`config.mk`:
```
export PLATFORM = sky130hd
export DESIGN_NAME = bpred_2bit
export DESIGN_NICKNAME = d
export VERILOG_FILES = /design/src/rtl/bpb_pkg.sv /design/src/rtl/bpb_rst_sync.sv /design/src/rtl/bpb_table.sv /design/src/rtl/bpb_steer.sv /design/src/rtl/bpred_2bit.sv
export SDC_FILE = /design/constraint.sdc
export NUM_CORES = 1
export LEC_CHECK = 0
export BUFFER_PORTS_ARGS = -buffer_cell sky130_fd_sc_hd__buf_2
export CORE_MARGIN = 4
export CORE_UTILIZATION = 47
export DETAILED_ROUTE_END_ITERATION = 6
export PLACE_DENSITY = 0.94
export RECOVER_POWER = 50
export SLEW_MARGIN = 30
export SYNTH_ARGS = -nofsm -noshare
export SYNTH_HDL_FRONTEND = slang
export SYNTH_SLANG_ARGS = --single-unit
```
`constraint.sdc`:
```
create_clock -name clk -period 3.5 [get_ports clk]
set_input_delay 0.525 -clock clk [delete_from_list [all_inputs] [get_ports clk]]
set_output_delay 0.525 -clock clk [all_outputs]
set_load 0.02 [all_outputs]
```
`src/rtl/bpb_pkg.sv`:
```
package bpb_pkg;

  typedef enum logic [1:0] {
    CNT_SNT = 2'd0,
    CNT_WNT = 2'd1,
    CNT_WT  = 2'd2,
    CNT_ST  = 2'd3
  } cnt_t;

  // Retraining rule: agreement jumps to the strong state of the outcome,
  // disagreement walks one step toward the outcome, clamped at the ends.
  function automatic cnt_t cnt_next(cnt_t cur, logic pred, logic taken);
    cnt_t nxt;
    if (pred == taken) begin
      nxt = taken ? CNT_ST : CNT_SNT;
    end else if (taken) begin
      nxt = (cur == CNT_ST) ? CNT_ST : cnt_t'(cur + 2'd1);
    end else begin
      nxt = (cur == CNT_SNT) ? CNT_SNT : cnt_t'(cur - 2'd1);
    end
    return nxt;
  endfunction

  function automatic logic cnt_says_taken(cnt_t c);
    return c[1];
  endfunction

endpackage

```
`src/rtl/bpb_rst_sync.sv`:
```
module bpb_rst_sync (
  input  logic clk,
  input  logic rst_n_async,
  output logic rst_n_sync
);

  logic [1:0] sync_q;
  logic [1:0] sync_d;

  always_comb begin
    sync_d = {sync_q[0], 1'b1};
  end

  always_ff @(posedge clk or negedge rst_n_async) begin
    if (!rst_n_async) begin
      sync_q <= 2'b00;
    end else begin
      sync_q <= sync_d;
    end
  end

  assign rst_n_sync = sync_q[1];

endmodule

```
`src/rtl/bpb_table.sv`:
```
module bpb_table
  import bpb_pkg::*;
#(
  parameter int ENTRIES = 16,
  localparam int IDX_W  = $clog2(ENTRIES)
) (
  input  logic             clk,
  input  logic             rst_n,
  input  logic [IDX_W-1:0] rd_idx,
  output cnt_t             rd_cnt,
  input  logic             upd_en,
  input  logic [IDX_W-1:0] upd_idx,
  input  logic             upd_pred,
  input  logic             upd_taken
);

  logic [ENTRIES-1:0][1:0] cnt_q;
  logic [ENTRIES-1:0][1:0] cnt_d;
  logic [ENTRIES-1:0]      ent_we;

  for (genvar g = 0; g < ENTRIES; g++) begin : g_ent
    assign ent_we[g] = upd_en && (upd_idx == IDX_W'(g));
    assign cnt_d[g]  = cnt_next(cnt_t'(cnt_q[g]), upd_pred, upd_taken);
  end

  always_ff @(posedge clk or negedge rst_n) begin
    if (!rst_n) begin
      for (int i = 0; i < ENTRIES; i++) cnt_q[i] <= CNT_WNT;
    end else begin
      for (int i = 0; i < ENTRIES; i++) begin
        if (ent_we[i]) cnt_q[i] <= cnt_d[i];
      end
    end
  end

  // Read sees the registered value: an update in the same cycle lands later.
  assign rd_cnt = cnt_t'(cnt_q[rd_idx]);

  AST_HOLD_NO_UPD: assert property (@(posedge clk) disable iff (!rst_n)
    !upd_en |=> $stable(cnt_q));

  AST_STRONG_ON_HIT: assert property (@(posedge clk) disable iff (!rst_n)
    upd_en && (upd_pred == upd_taken)
    |=> cnt_q[$past(upd_idx)] == ($past(upd_taken) ? 2'd3 : 2'd0));

  AST_STEP_UP_ON_MISS: assert property (@(posedge clk) disable iff (!rst_n)
    upd_en && !upd_pred && upd_taken && (cnt_q[upd_idx] != 2'd3)
    |=> cnt_q[$past(upd_idx)] == $past(cnt_q[upd_idx]) + 2'd1);

  AST_STEP_DN_ON_MISS: assert property (@(posedge clk) disable iff (!rst_n)
    upd_en && upd_pred && !upd_taken && (cnt_q[upd_idx] != 2'd0)
    |=> cnt_q[$past(upd_idx)] == $past(cnt_q[upd_idx]) - 2'd1);

  AST_NO_OVERFLOW: assert property (@(posedge clk) disable iff (!rst_n)
    upd_en && upd_taken && (cnt_q[upd_idx] == 2'd3)
    |=> cnt_q[$past(upd_idx)] == 2'd3);

endmodule

```
`src/rtl/bpb_steer.sv`:
```
module bpb_steer #(
  parameter int ADDR_W = 32
) (
  input  logic              id_hit,
  input  logic [ADDR_W-1:0] id_target,
  input  logic              ex_miss,
  input  logic              ex_taken,
  input  logic [ADDR_W-1:0] ex_target,
  input  logic [ADDR_W-1:0] ex_pc_plus4,
  output logic              flush_ifid,
  output logic              flush_idex,
  output logic              redir_valid,
  output logic [ADDR_W-1:0] redir_pc
);

  always_comb begin
    flush_ifid  = 1'b0;
    flush_idex  = 1'b0;
    redir_valid = 1'b0;
    redir_pc    = '0;
    if (ex_miss) begin
      flush_ifid  = 1'b1;
      flush_idex  = 1'b1;
      redir_valid = 1'b1;
      redir_pc    = ex_taken ? ex_target : ex_pc_plus4;
    end else if (id_hit) begin
      flush_ifid  = 1'b1;
      redir_valid = 1'b1;
      redir_pc    = id_target;
    end
  end

endmodule

```
`src/rtl/bpred_2bit.sv`:
```
module bpred_2bit
  import bpb_pkg::*;
#(
  parameter int ADDR_W  = 32,
  parameter int ENTRIES = 16
) (
  input  logic              clk,
  input  logic              rst_n,
  input  logic              id_is_br,
  input  logic [ADDR_W-1:0] id_pc,
  input  logic [ADDR_W-1:0] id_target,
  output logic              id_pred_taken,
  input  logic              ex_is_br,
  input  logic [ADDR_W-1:0] ex_pc,
  input  logic              ex_pred_taken,
  input  logic              ex_taken,
  input  logic [ADDR_W-1:0] ex_target,
  input  logic [ADDR_W-1:0] ex_pc_plus4,
  output logic              flush_ifid,
  output logic              flush_idex,
  output logic              redirect_valid,
  output logic [ADDR_W-1:0] redirect_pc
);

  localparam int IDX_W = $clog2(ENTRIES);

  logic             srst_n;
  logic [IDX_W-1:0] id_idx;
  logic [IDX_W-1:0] ex_idx;
  cnt_t             id_cnt;
  logic             ex_miss;

  bpb_rst_sync u_rst_sync (
    .clk         (clk),
    .rst_n_async (rst_n),
    .rst_n_sync  (srst_n)
  );

  // Word address selects the slot; byte offset bits drop out.
  assign id_idx = IDX_W'(id_pc >> 2);
  assign ex_idx = IDX_W'(ex_pc >> 2);

  bpb_table #(.ENTRIES(ENTRIES)) u_table (
    .clk       (clk),
    .rst_n     (srst_n),
    .rd_idx    (id_idx),
    .rd_cnt    (id_cnt),
    .upd_en    (ex_is_br),
    .upd_idx   (ex_idx),
    .upd_pred  (ex_pred_taken),
    .upd_taken (ex_taken)
  );

  assign id_pred_taken = id_is_br && cnt_says_taken(id_cnt);
  assign ex_miss       = ex_is_br && (ex_pred_taken != ex_taken);

  bpb_steer #(.ADDR_W(ADDR_W)) u_steer (
    .id_hit      (id_pred_taken),
    .id_target   (id_target),
    .ex_miss     (ex_miss),
    .ex_taken    (ex_taken),
    .ex_target   (ex_target),
    .ex_pc_plus4 (ex_pc_plus4),
    .flush_ifid  (flush_ifid),
    .flush_idex  (flush_idex),
    .redir_valid (redirect_valid),
    .redir_pc    (redirect_pc)
  );

  AST_NONBR_QUIET: assert property (@(posedge clk) disable iff (!srst_n)
    !id_is_br && !ex_is_br |-> !redirect_valid && !flush_ifid && !flush_idex);

  AST_MISS_FLUSH_BOTH: assert property (@(posedge clk) disable iff (!srst_n)
    ex_is_br && (ex_pred_taken != ex_taken)
    |-> flush_ifid && flush_idex && redirect_valid);

  AST_IDEX_NEEDS_EX: assert property (@(posedge clk) disable iff (!srst_n)
    flush_idex |-> ex_is_br);

endmodule

```
* Word-level counts from Yosys, hierarchy flattened
Cells that the tools add are included.
Word-level totals: logic and storage cells 191, output and inout port bits 36, bits of input ports 166, register bits after elaboration 34
Operators by class: multiplexer cells 73, $lt $le $gt $ge 1, equality and inequality tests 33, reduce and logical (&&, ||, !) cells 35, $add $sub $neg 32
Operator list (number):
- $mux W2 | 66
- $mux W32 | 3
- $add A2 B1 Y2 const B | 16
- $eq A2 B2 Y1 const B | 16
- $eq A4 B4 Y1 const B | 8
- $logic_not A2 Y1 | 16
- $sub A2 B1 Y2 const B | 16
- $logic_and A1 B1 Y1 | 18
- $eq A4 B3 Y1 const B | 4
- $bmux W2 S4 | 1
- $eq A4 B2 Y1 const B | 2
- $lt A4 B5 Y1 const B | 1
- $eq A4 B1 Y1 const B | 1
- $logic_not A4 Y1 | 1
- $mux W1 | 3
- $eq A1 B1 Y1 | 1
- $ne A1 B1 Y1 | 1

* Depth between registers and ports, before layout
Gate-level depths: netlist of run 1.
word-level depth 5, mapped depth 7

* Hierarchy
From an unflattened synthesis of run 1, not the netlist that was laid out.
Second synthesis, totals: cell total of the unflattened synthesis 342, area, all modules 3273.1 um^2
Modules (own cells, without submodules):
- bpb_table | instances 1, cells an instance 256, area an instance 2312.2 um^2
- bpb_steer | instances 1, cells an instance 80, area an instance 885.8 um^2
- bpb_rst_sync | instances 1, cells an instance 3, area an instance 53.8 um^2
- bpred_2bit | instances 1, cells an instance 3, area an instance 21.3 um^2

* Worst setup path after synthesis of run 1
OpenSTA, ideal clock, no wires.
path type in2out, start input id_pc[2], end output redirect_valid, data required time 2.975 ns, stages on the path 7, path buffers 3, path slack 0.906 ns, data arrival time 2.069 ns, path through buf_6 > mux4_2 > nand2b_4 > a32oi_4 > buf_6 > nand2_1 > buf_4
Between the ends: word-level cells in the longest chain between the ends 5
RTL lines:
- start: declaration | line bpred_2bit.sv:10 | input logic [ADDR_W-1:0] id_pc,
- $bmux W2 S4 | line bpb_table.sv:37 | assign rd_cnt = cnt_t'(cnt_q[rd_idx]);
- $mux W2 (not written as such) | line bpb_table.sv:37
- $logic_and A1 B1 Y1 | line bpred_2bit.sv:54 | assign id_pred_taken = id_is_br && cnt_says_taken(id_cnt);
- $mux W1 (2 in a row)
- end: declaration | line bpred_2bit.sv:21 | output logic redirect_valid,
Every way passes these cells. The select of a mux whose other input is x is not followed.

* Final worst setup path of run 1
start input id_pc[2], end output redirect_pc[21]
Between the ends: word-level cells in the longest chain between the ends 5
RTL lines:
- $bmux W2 S4 | line bpb_table.sv:37
- $mux W2 (not written as such) | line bpb_table.sv:37
- $logic_and A1 B1 Y1 | line bpred_2bit.sv:54
- $mux W32 | line bpb_steer.sv:26 | end else if (id_hit) begin
- $mux W32 | line bpb_steer.sv:21 | if (ex_miss) begin
- end: declaration | line bpred_2bit.sv:22 | output logic [ADDR_W-1:0] redirect_pc
Every way passes these cells. The select of a mux whose other input is x is not followed.

==> results of run 1 <==
[cell usage in the layout (no fill, tap or decap), types with 2 or more instances in the layout]
master,synthesis,layout
a211oi_1,8,8
a21oi_1,18,18
a221o_1,3,3
a22oi_1,8,8
a31o_2,2,2
a31oi_1,6,6
a32oi_1,2,2
a41oi_1,4,4
and2_1,3,2
and2b_2,2,2
buf_2,1,141
buf_4,1,4
clkbuf_1,29,8
clkbuf_8,0,5
dfrtp_1,18,18
dfstp_2,16,16
inv_1,11,11
mux2i_1,42,42
nand2_1,66,65
nand2b_1,3,3
nand3_1,8,8
nand3b_1,2,2
nand4b_1,3,3
nor2_1,24,24
nor2b_1,3,3
nor3_1,12,12
nor3b_1,2,2
nor4_1,5,5
o211ai_1,3,3
o21ai_0,12,12
o22ai_1,43,43
o22ai_2,3,3
o31ai_1,5,5
o32ai_1,4,4
o41ai_1,4,4
or2_2,2,2
[per-layer routing]
metal / track usage (%) / wire [um]
met1: 30.2 / 3970
met2: 44.4 / 5350
met3: 5.34 / 1070
met4: 5.62 / 133
met5: 0 / 0
[synth_stat cells, types with 2 or more instances]
| master | instances |
|---|---|
| nand3_1 | 8 |
| o22ai_1 | 43 |
| o21ai_0 | 12 |
| a31oi_1 | 6 |
| dfrtp_1 | 18 |
| o41ai_1 | 4 |
| a32oi_1 | 2 |
| o211ai_1 | 3 |
| nand2b_1 | 3 |
| a21oi_1 | 18 |
| a31o_2 | 2 |
| nand4b_1 | 3 |
| buf_6 | 4 |
| nor2_1 | 24 |
| dfstp_2 | 16 |
| a211oi_1 | 8 |
| a221o_1 | 3 |
| o31ai_1 | 5 |
| inv_1 | 11 |
| a22oi_1 | 8 |
| and2b_2 | 2 |
| buf_1 | 3 |
| nor3_1 | 12 |
| mux2i_1 | 42 |
| a41oi_1 | 4 |
| o32ai_1 | 4 |
| clkbuf_1 | 29 |
| nand2_1 | 66 |
| and2_1 | 3 |
| nor2b_1 | 3 |
| or2_2 | 2 |
| nor4_1 | 5 |
| nor3b_1 | 2 |
| nand3b_1 | 2 |
| o22ai_2 | 3 |
[sequential cells by signal, summed over array words and instances, names as in the netlist]
register and flops:
u_rst_sync.sync_q 2, u_table.cnt_q 32
[logic make-up (layout without fill, tap and decap cells)]
family	count (synthesis)	in the layout	synth area share [%]
xor gates and xnor gates	1	1	0.279
DFF	34	34	27.7
and+or+nand+nor	140	140	21.0
AOI/OAI and AO/OA	131	131	29.3
buffers and inverters	50	173	7.09
other	1	1	0.119
muxes	44	44	14.5
[what timing repair did]
action / CTS / global route
hold buffers: 1 / 0
setup endpoints to repair: 0 / 0
endpoints found under the hold margin: 2 / 0
[worst max path at each step]
stage / depth (start not counted) / slack [ns] / from / end
2_1_floorplan: 7 / 0.91 / id_pc[2] / redirect_valid
3_3_place_gp: 7 / 0.55 / id_pc[2] / redirect_pc[19]
3_5_place_dp: 7 / 0.53 / id_pc[2] / redirect_pc[19]
4_1_cts: 7 / 0.53 / id_pc[2] / redirect_pc[19]
5_1_grt: 7 / 0.46 / id_pc[2] / redirect_pc[8]
6_report: 7 / 0.51 / id_pc[2] / redirect_pc[21]
[power groups by stage]
stage	logic, mW	clock network [mW]	registers, mW
floorplan	0.285	0	0.452
global placement	0.424	0	0.453
detailed placement	0.440	0	0.455
CTS	0.442	0.286	0.449
global route	0.479	0.309	0.453
finish	0.443	0.278	0.450
[cell type report]
type | count | area [um^2]
fill | 565 | 2490
multi-input combinational | 317 | 2050
sequential | 34 | 871
timing repair buffer | 153 | 796
tap | 77 | 96.3
clock buffer | 8 | 80.1
inverter | 12 | 45.0
==> metrics.txt, run 1 <==
status finished, violations left; failing checks max-capacitance violations, max-slew violations; worst-path fanout max 14; Max Slew Vio Count 33; Die Y 89.7 um; WHS Endpoint u_rst_sync.sync_q[1]$_DFF_PN0_; clock buffer depth 2; min-delay worst type reg -> reg; area share of the largest cell type after synthesis 14.3%; # resized after CTS 0; worst path required time 2.97 ns; Reg2Reg Launch Point u_rst_sync.sync_q[1]$_DFF_PN0_; P_sw 0.430 mW; reg-to-reg critical path endpoint u_table.cnt_q[11]$_DFFE_PN0P_; first-iteration detailed-routing DRC count 363; row cnt 29; Logic pwr share 37.8%; Crit Path Category in -> out; RSZ-0062 raised after global routing false; Final nets 689; die area 8050 um^2; Cells after DPL 592; Final Critical Period 2.99 ns; R2R Setup Slk 1.62 ns; setup violators final 0; drt pass-1 iters 5; CP top delay family buffers and inverters; largest net degree at the start of global routing 100; mapped cell area 3140 um^2; Worst Skew 0.00381 ns; Max Freq 0.335 GHz; Finished Core Util 61.3%; design area 3940 um^2; Vias 3644; Worst EP arrival 2.46 ns; Routed WL 10500 um; reg2reg path depth 1; Post-CTS Setup Bufs 0; port bufs 145; Area contributors post-synth dfrtp_1, dfstp_2, mux2i_1, o22ai_1, nand2_1; CTS root buf clkbuf_8; Mapped Cells 401; # DRC 0; Slew HR -20.2%; sequential-to-total area share from yosys stat 27.7%; Initial Utilization 48.9%; CTS HTree Levels 2; Synth warnings 0; Hold Path Depth 0; Antenna Diode Count 0; most frequent CP cell buf_2; worst slew pin tran 1.80 ns; crit-path cells buf_2, mux4_2, nand2b_4, a32oi_4, buf_4, o22ai_1, buf_2; first-pass GRT wire length 16400 um; post-DP HPWL 8030 um; IR drop worst, VDD 140 uV; vias in the first global route 3446; CTS tree done; CTS Buf Count 5; Seq pwr share 38.4%; core footprint 6420 um^2; non-filler cells, final 601; Hold WS 0.367 ns; P per Cell Area 298 nW/um^2; ys async rst share 100%; Cell Int Power 0.742 mW; DP Area 3850 um^2; DR WL/cell 17.5 um; share of post-route cells with drive strength above 1 35.3%; startpoint types primary input; clock power share 23.8%; # clock sinks 34; Avg Cell Area, Syn 7.83 um^2; aggregate global-route resource usage 24.7%; routability cong. 0.793; Setup TNS 0 ns; Sw Share 36.7%; Final Power 1.17 mW; crit share post-route 85.4%; slowest CP cell mux4_2; chip width 89.7 um; Hold Vio Cnt, Final 0; number of enable flip-flop cells after synthesis 0; GRT overflow 0; DR vias/cell 6.06; Reg clk slew, reported paths 0.07 ns; clk_lat worst skew 0.29 ns; prevailing post-synth register cell dfrtp_1; Mapped Nets 567; Slowest Stage Delay on Critical Path 0.56 ns; max-cap violations 1; buffers and inverters on the worst path 3; final setup margin 0.511 ns; P_leak 1.87 nW; initial antenna violation count 0; Final ANT Viol Nets 0; I/O pin count 202; hold path start u_rst_sync.sync_q[0]$_DFF_PN0_; dpl ws 0.534 ns; Yosys reg bits 34; Distinct cells, synth 53; Crit. End Element output pin; area grow syn2layout 25.4%; Yosys top cell by area dfrtp_1
Note: power is estimated with default switching activity, not from simulation.
==> run 2, diff against run 1 <==
CORE_UTILIZATION = 43   (was 47)
PLACE_DENSITY = 0.87   (was 0.94)
SETUP_SLACK_MARGIN = 0.5   (was not set)
clock period = 2.9 ns   (was 3.5 ns; I/O delays follow)
==> run 2 against run 1 <==
  * The flow still finishes with violations (max-capacitance violations, max-slew violations)
  * Sequential share of layout area is 1.7 points lower
  * Total power grew 31%
  * Utilization up 0.13 points
  * Combinational power rose by 40%
  * Wire length up 3.2%
  * Critical path depth is the same
  * Setup slack worse by 0.16 ns
  * Design area increased by 8.4%
  * Highest routed layer unchanged
==> metrics.txt, run 2 (synthesis results as in run 1) <==
status finished, violations left; failing checks max-capacitance violations, max-slew violations; Max Slew Vio Count 33 (unchanged); I/O pin count 202 (unchanged); P_leak 2.00 nW (+6.9%); highest-count cells in the layout ignoring fill and taps buf_2, nand2_1, mux2i_1, o22ai_1, nor2_1; routability cong. 0.945 (+19%); DR vias/cell 5.91 (-2.6%); register with the most flip-flops u_table.cnt_q; crit share post-route 88.1%; largest net degree at the start of global routing 68 (-32%); Hold Path Depth 0 (unchanged); dpl ws 0.480 ns (-0.0546 ns); port bufs 145 (unchanged); initial antenna violation count 0 (unchanged); R2R Setup Slk 1.02 ns (-0.60 ns); Reg2Reg Launch Point u_rst_sync.sync_q[1]$_DFF_PN0_; share of post-route cells with drive strength above 1 38.6% (+3.3 points); worst slew pin tran 1.83 ns (+0.0235 ns); Crit Path Category reg -> out; Worst EP arrival 2.12 ns (-0.34 ns); post-DP HPWL 7740 um (-3.6%); final setup margin 0.346 ns (-0.165 ns); die area 8730 um^2 (+8.5%); vias in the first global route 3543 (+2.8%); Slew HR -21.8% (-1.6 points); Crit. End Element output pin; Worst Skew 0.00702 ns (+0.00321 ns); # clock sinks 34 (unchanged); clk_lat worst skew 0.30 ns (about the same); chip width 93.4 um (+4.1%); Die Y 93.4 um (+4.1%); CTS HTree Levels 2 (unchanged); aggregate global-route resource usage 23.9% (-0.75 points); IR drop worst, VDD 170 uV (+21%); Largest register FFs 32 (unchanged); Hold Vio Cnt, Final 0 (unchanged); non-filler cells, final 632 (+5.2%); Initial Utilization 45.2% (-3.7 points); CTS Buf Count 5 (unchanged); core footprint 6940 um^2 (+8.1%); Routed WL 10900 um (+3.2%); drt pass-1 iters 5 (unchanged); row cnt 30 (+3.4%); RSZ-0062 raised after global routing true; DR WL/cell 17.2 um (-1.8%); Finished Core Util 61.4% (+0.13 points); min-delay worst type reg -> reg; area grow syn2layout 35.9%; Antenna Diode Count 0 (unchanged); Final Critical Period 2.55 ns; WHS Endpoint u_rst_sync.sync_q[1]$_DFF_PN0_; Final ANT Viol Nets 0 (unchanged); reg2reg path depth 1 (unchanged); P per Cell Area 360 nW/um^2 (+21%); biggest regs u_table.cnt_q: 32 flops, u_rst_sync.sync_q: 2 flops; Cells after DPL 615 (+3.9%); Reg clk slew, reported paths 0.07 ns (about the same); CTS tree done; first-iteration detailed-routing DRC count 184 (-49%); worst path required time 2.47 ns (-0.50 ns); startpoint types flop; first-pass GRT wire length 16800 um (+2.1%); commonest non-fill, non-tap cell in the layout buf_2; hold path start u_rst_sync.sync_q[0]$_DFF_PN0_; Filler Cell Count 599 (+6.0%); Max Freq 0.392 GHz; reg-to-reg critical path endpoint u_table.cnt_q[29]$_DFFE_PN0P_; multi-input logic area 2100 um^2 (+2.4%); worst-path fanout max 8 (-6); FF/Latch Area 871 um^2 (unchanged); Final nets 701 (+1.7%); clock buffer depth 2 (unchanged); CTS root buf clkbuf_8; GRT overflow 0 (unchanged); Vias 3734 (+2.5%); max-cap violations 1 (unchanged); # DRC 0 (unchanged); Setup TNS 0 ns (unchanged); setup violators final 0 (unchanged)
==> run 2: per-stage QoR <==
stage          total power [mW]  hold WS, ns  area, um^2
2_1_floorplan             0.889        0.139        3140
3_3_place_gp               1.06        0.219        3910
3_5_place_dp               1.08        0.224        3910
4_1_cts                    1.52        0.284        4240
5_1_grt                    1.61        0.386        4270
6_report                   1.54        0.368        4270
==> run 2: power breakdown <==
part	switching [mW]	total (mW)	internal, mW
sequential	0.0310	0.539	0.508
combinational	0.339	0.622	0.283
clock	0.183	0.376	0.194
total	0.552	1.54	0.985
==> run 2: metal layers <==
metal  part of all wire, %  vias to the layer above  routed length, um  GRT usage (%)
li1                      -                     1787                  -              -
met1                    38                     1756               4150           27.3
met2                    52                      164               5650           43.1
met3                   6.6                       27                721           4.59
met4                   3.2                        0                353           10.3
met5                     0                        -                  0              0
==> run 2: worst max-delay path by stage <==
stage / from / endpoint / slack (ns) / cells past startpoint
6_report: u_table.cnt_q[31]$_DFFE_PN0P_ / redirect_pc[11] / 0.35 / 7
3_5_place_dp: id_pc[2] / redirect_pc[13] / 0.48 / 7
3_3_place_gp: id_pc[2] / redirect_pc[13] / 0.48 / 7
2_1_floorplan: id_pc[2] / redirect_valid / 0.50 / 7
4_1_cts: u_table.cnt_q[31]$_DFFE_PN0P_ / redirect_pc[13] / 0.39 / 7
5_1_grt: u_table.cnt_q[31]$_DFFE_PN0P_ / redirect_pc[11] / 0.30 / 7
==> run 2: timing repair <==
item,in CTS,in global routing
setup buffers,5,0
pin swaps,1,0
cloned,3,0
hold buffers,1,0
endpoints found under the setup margin,35,35
endpoints found under the hold margin,2,0
resized for setup,30,8
==> run 2: cell type report <==
| cell class | count | area share (%) |
|---|---|---|
| multi-input cells | 317 | 49.2 |
| repair buffers | 165 | 24.4 |
| flip-flops and latches | 34 | 20.4 |
| well taps | 96 | 2.82 |
| clock buffers | 8 | 2.11 |
| inverters | 12 | 1.06 |
==> run 2: worst max-delay path: stages (launching register included) <==
cell,delay (ns)
dfrtp_1,0.40
mux4_2,0.48
nand2b_4,0.16
a32oi_4,0.20
buf_12,0.18
buf_16,0.13
o22ai_1,0.08
buf_2,0.18
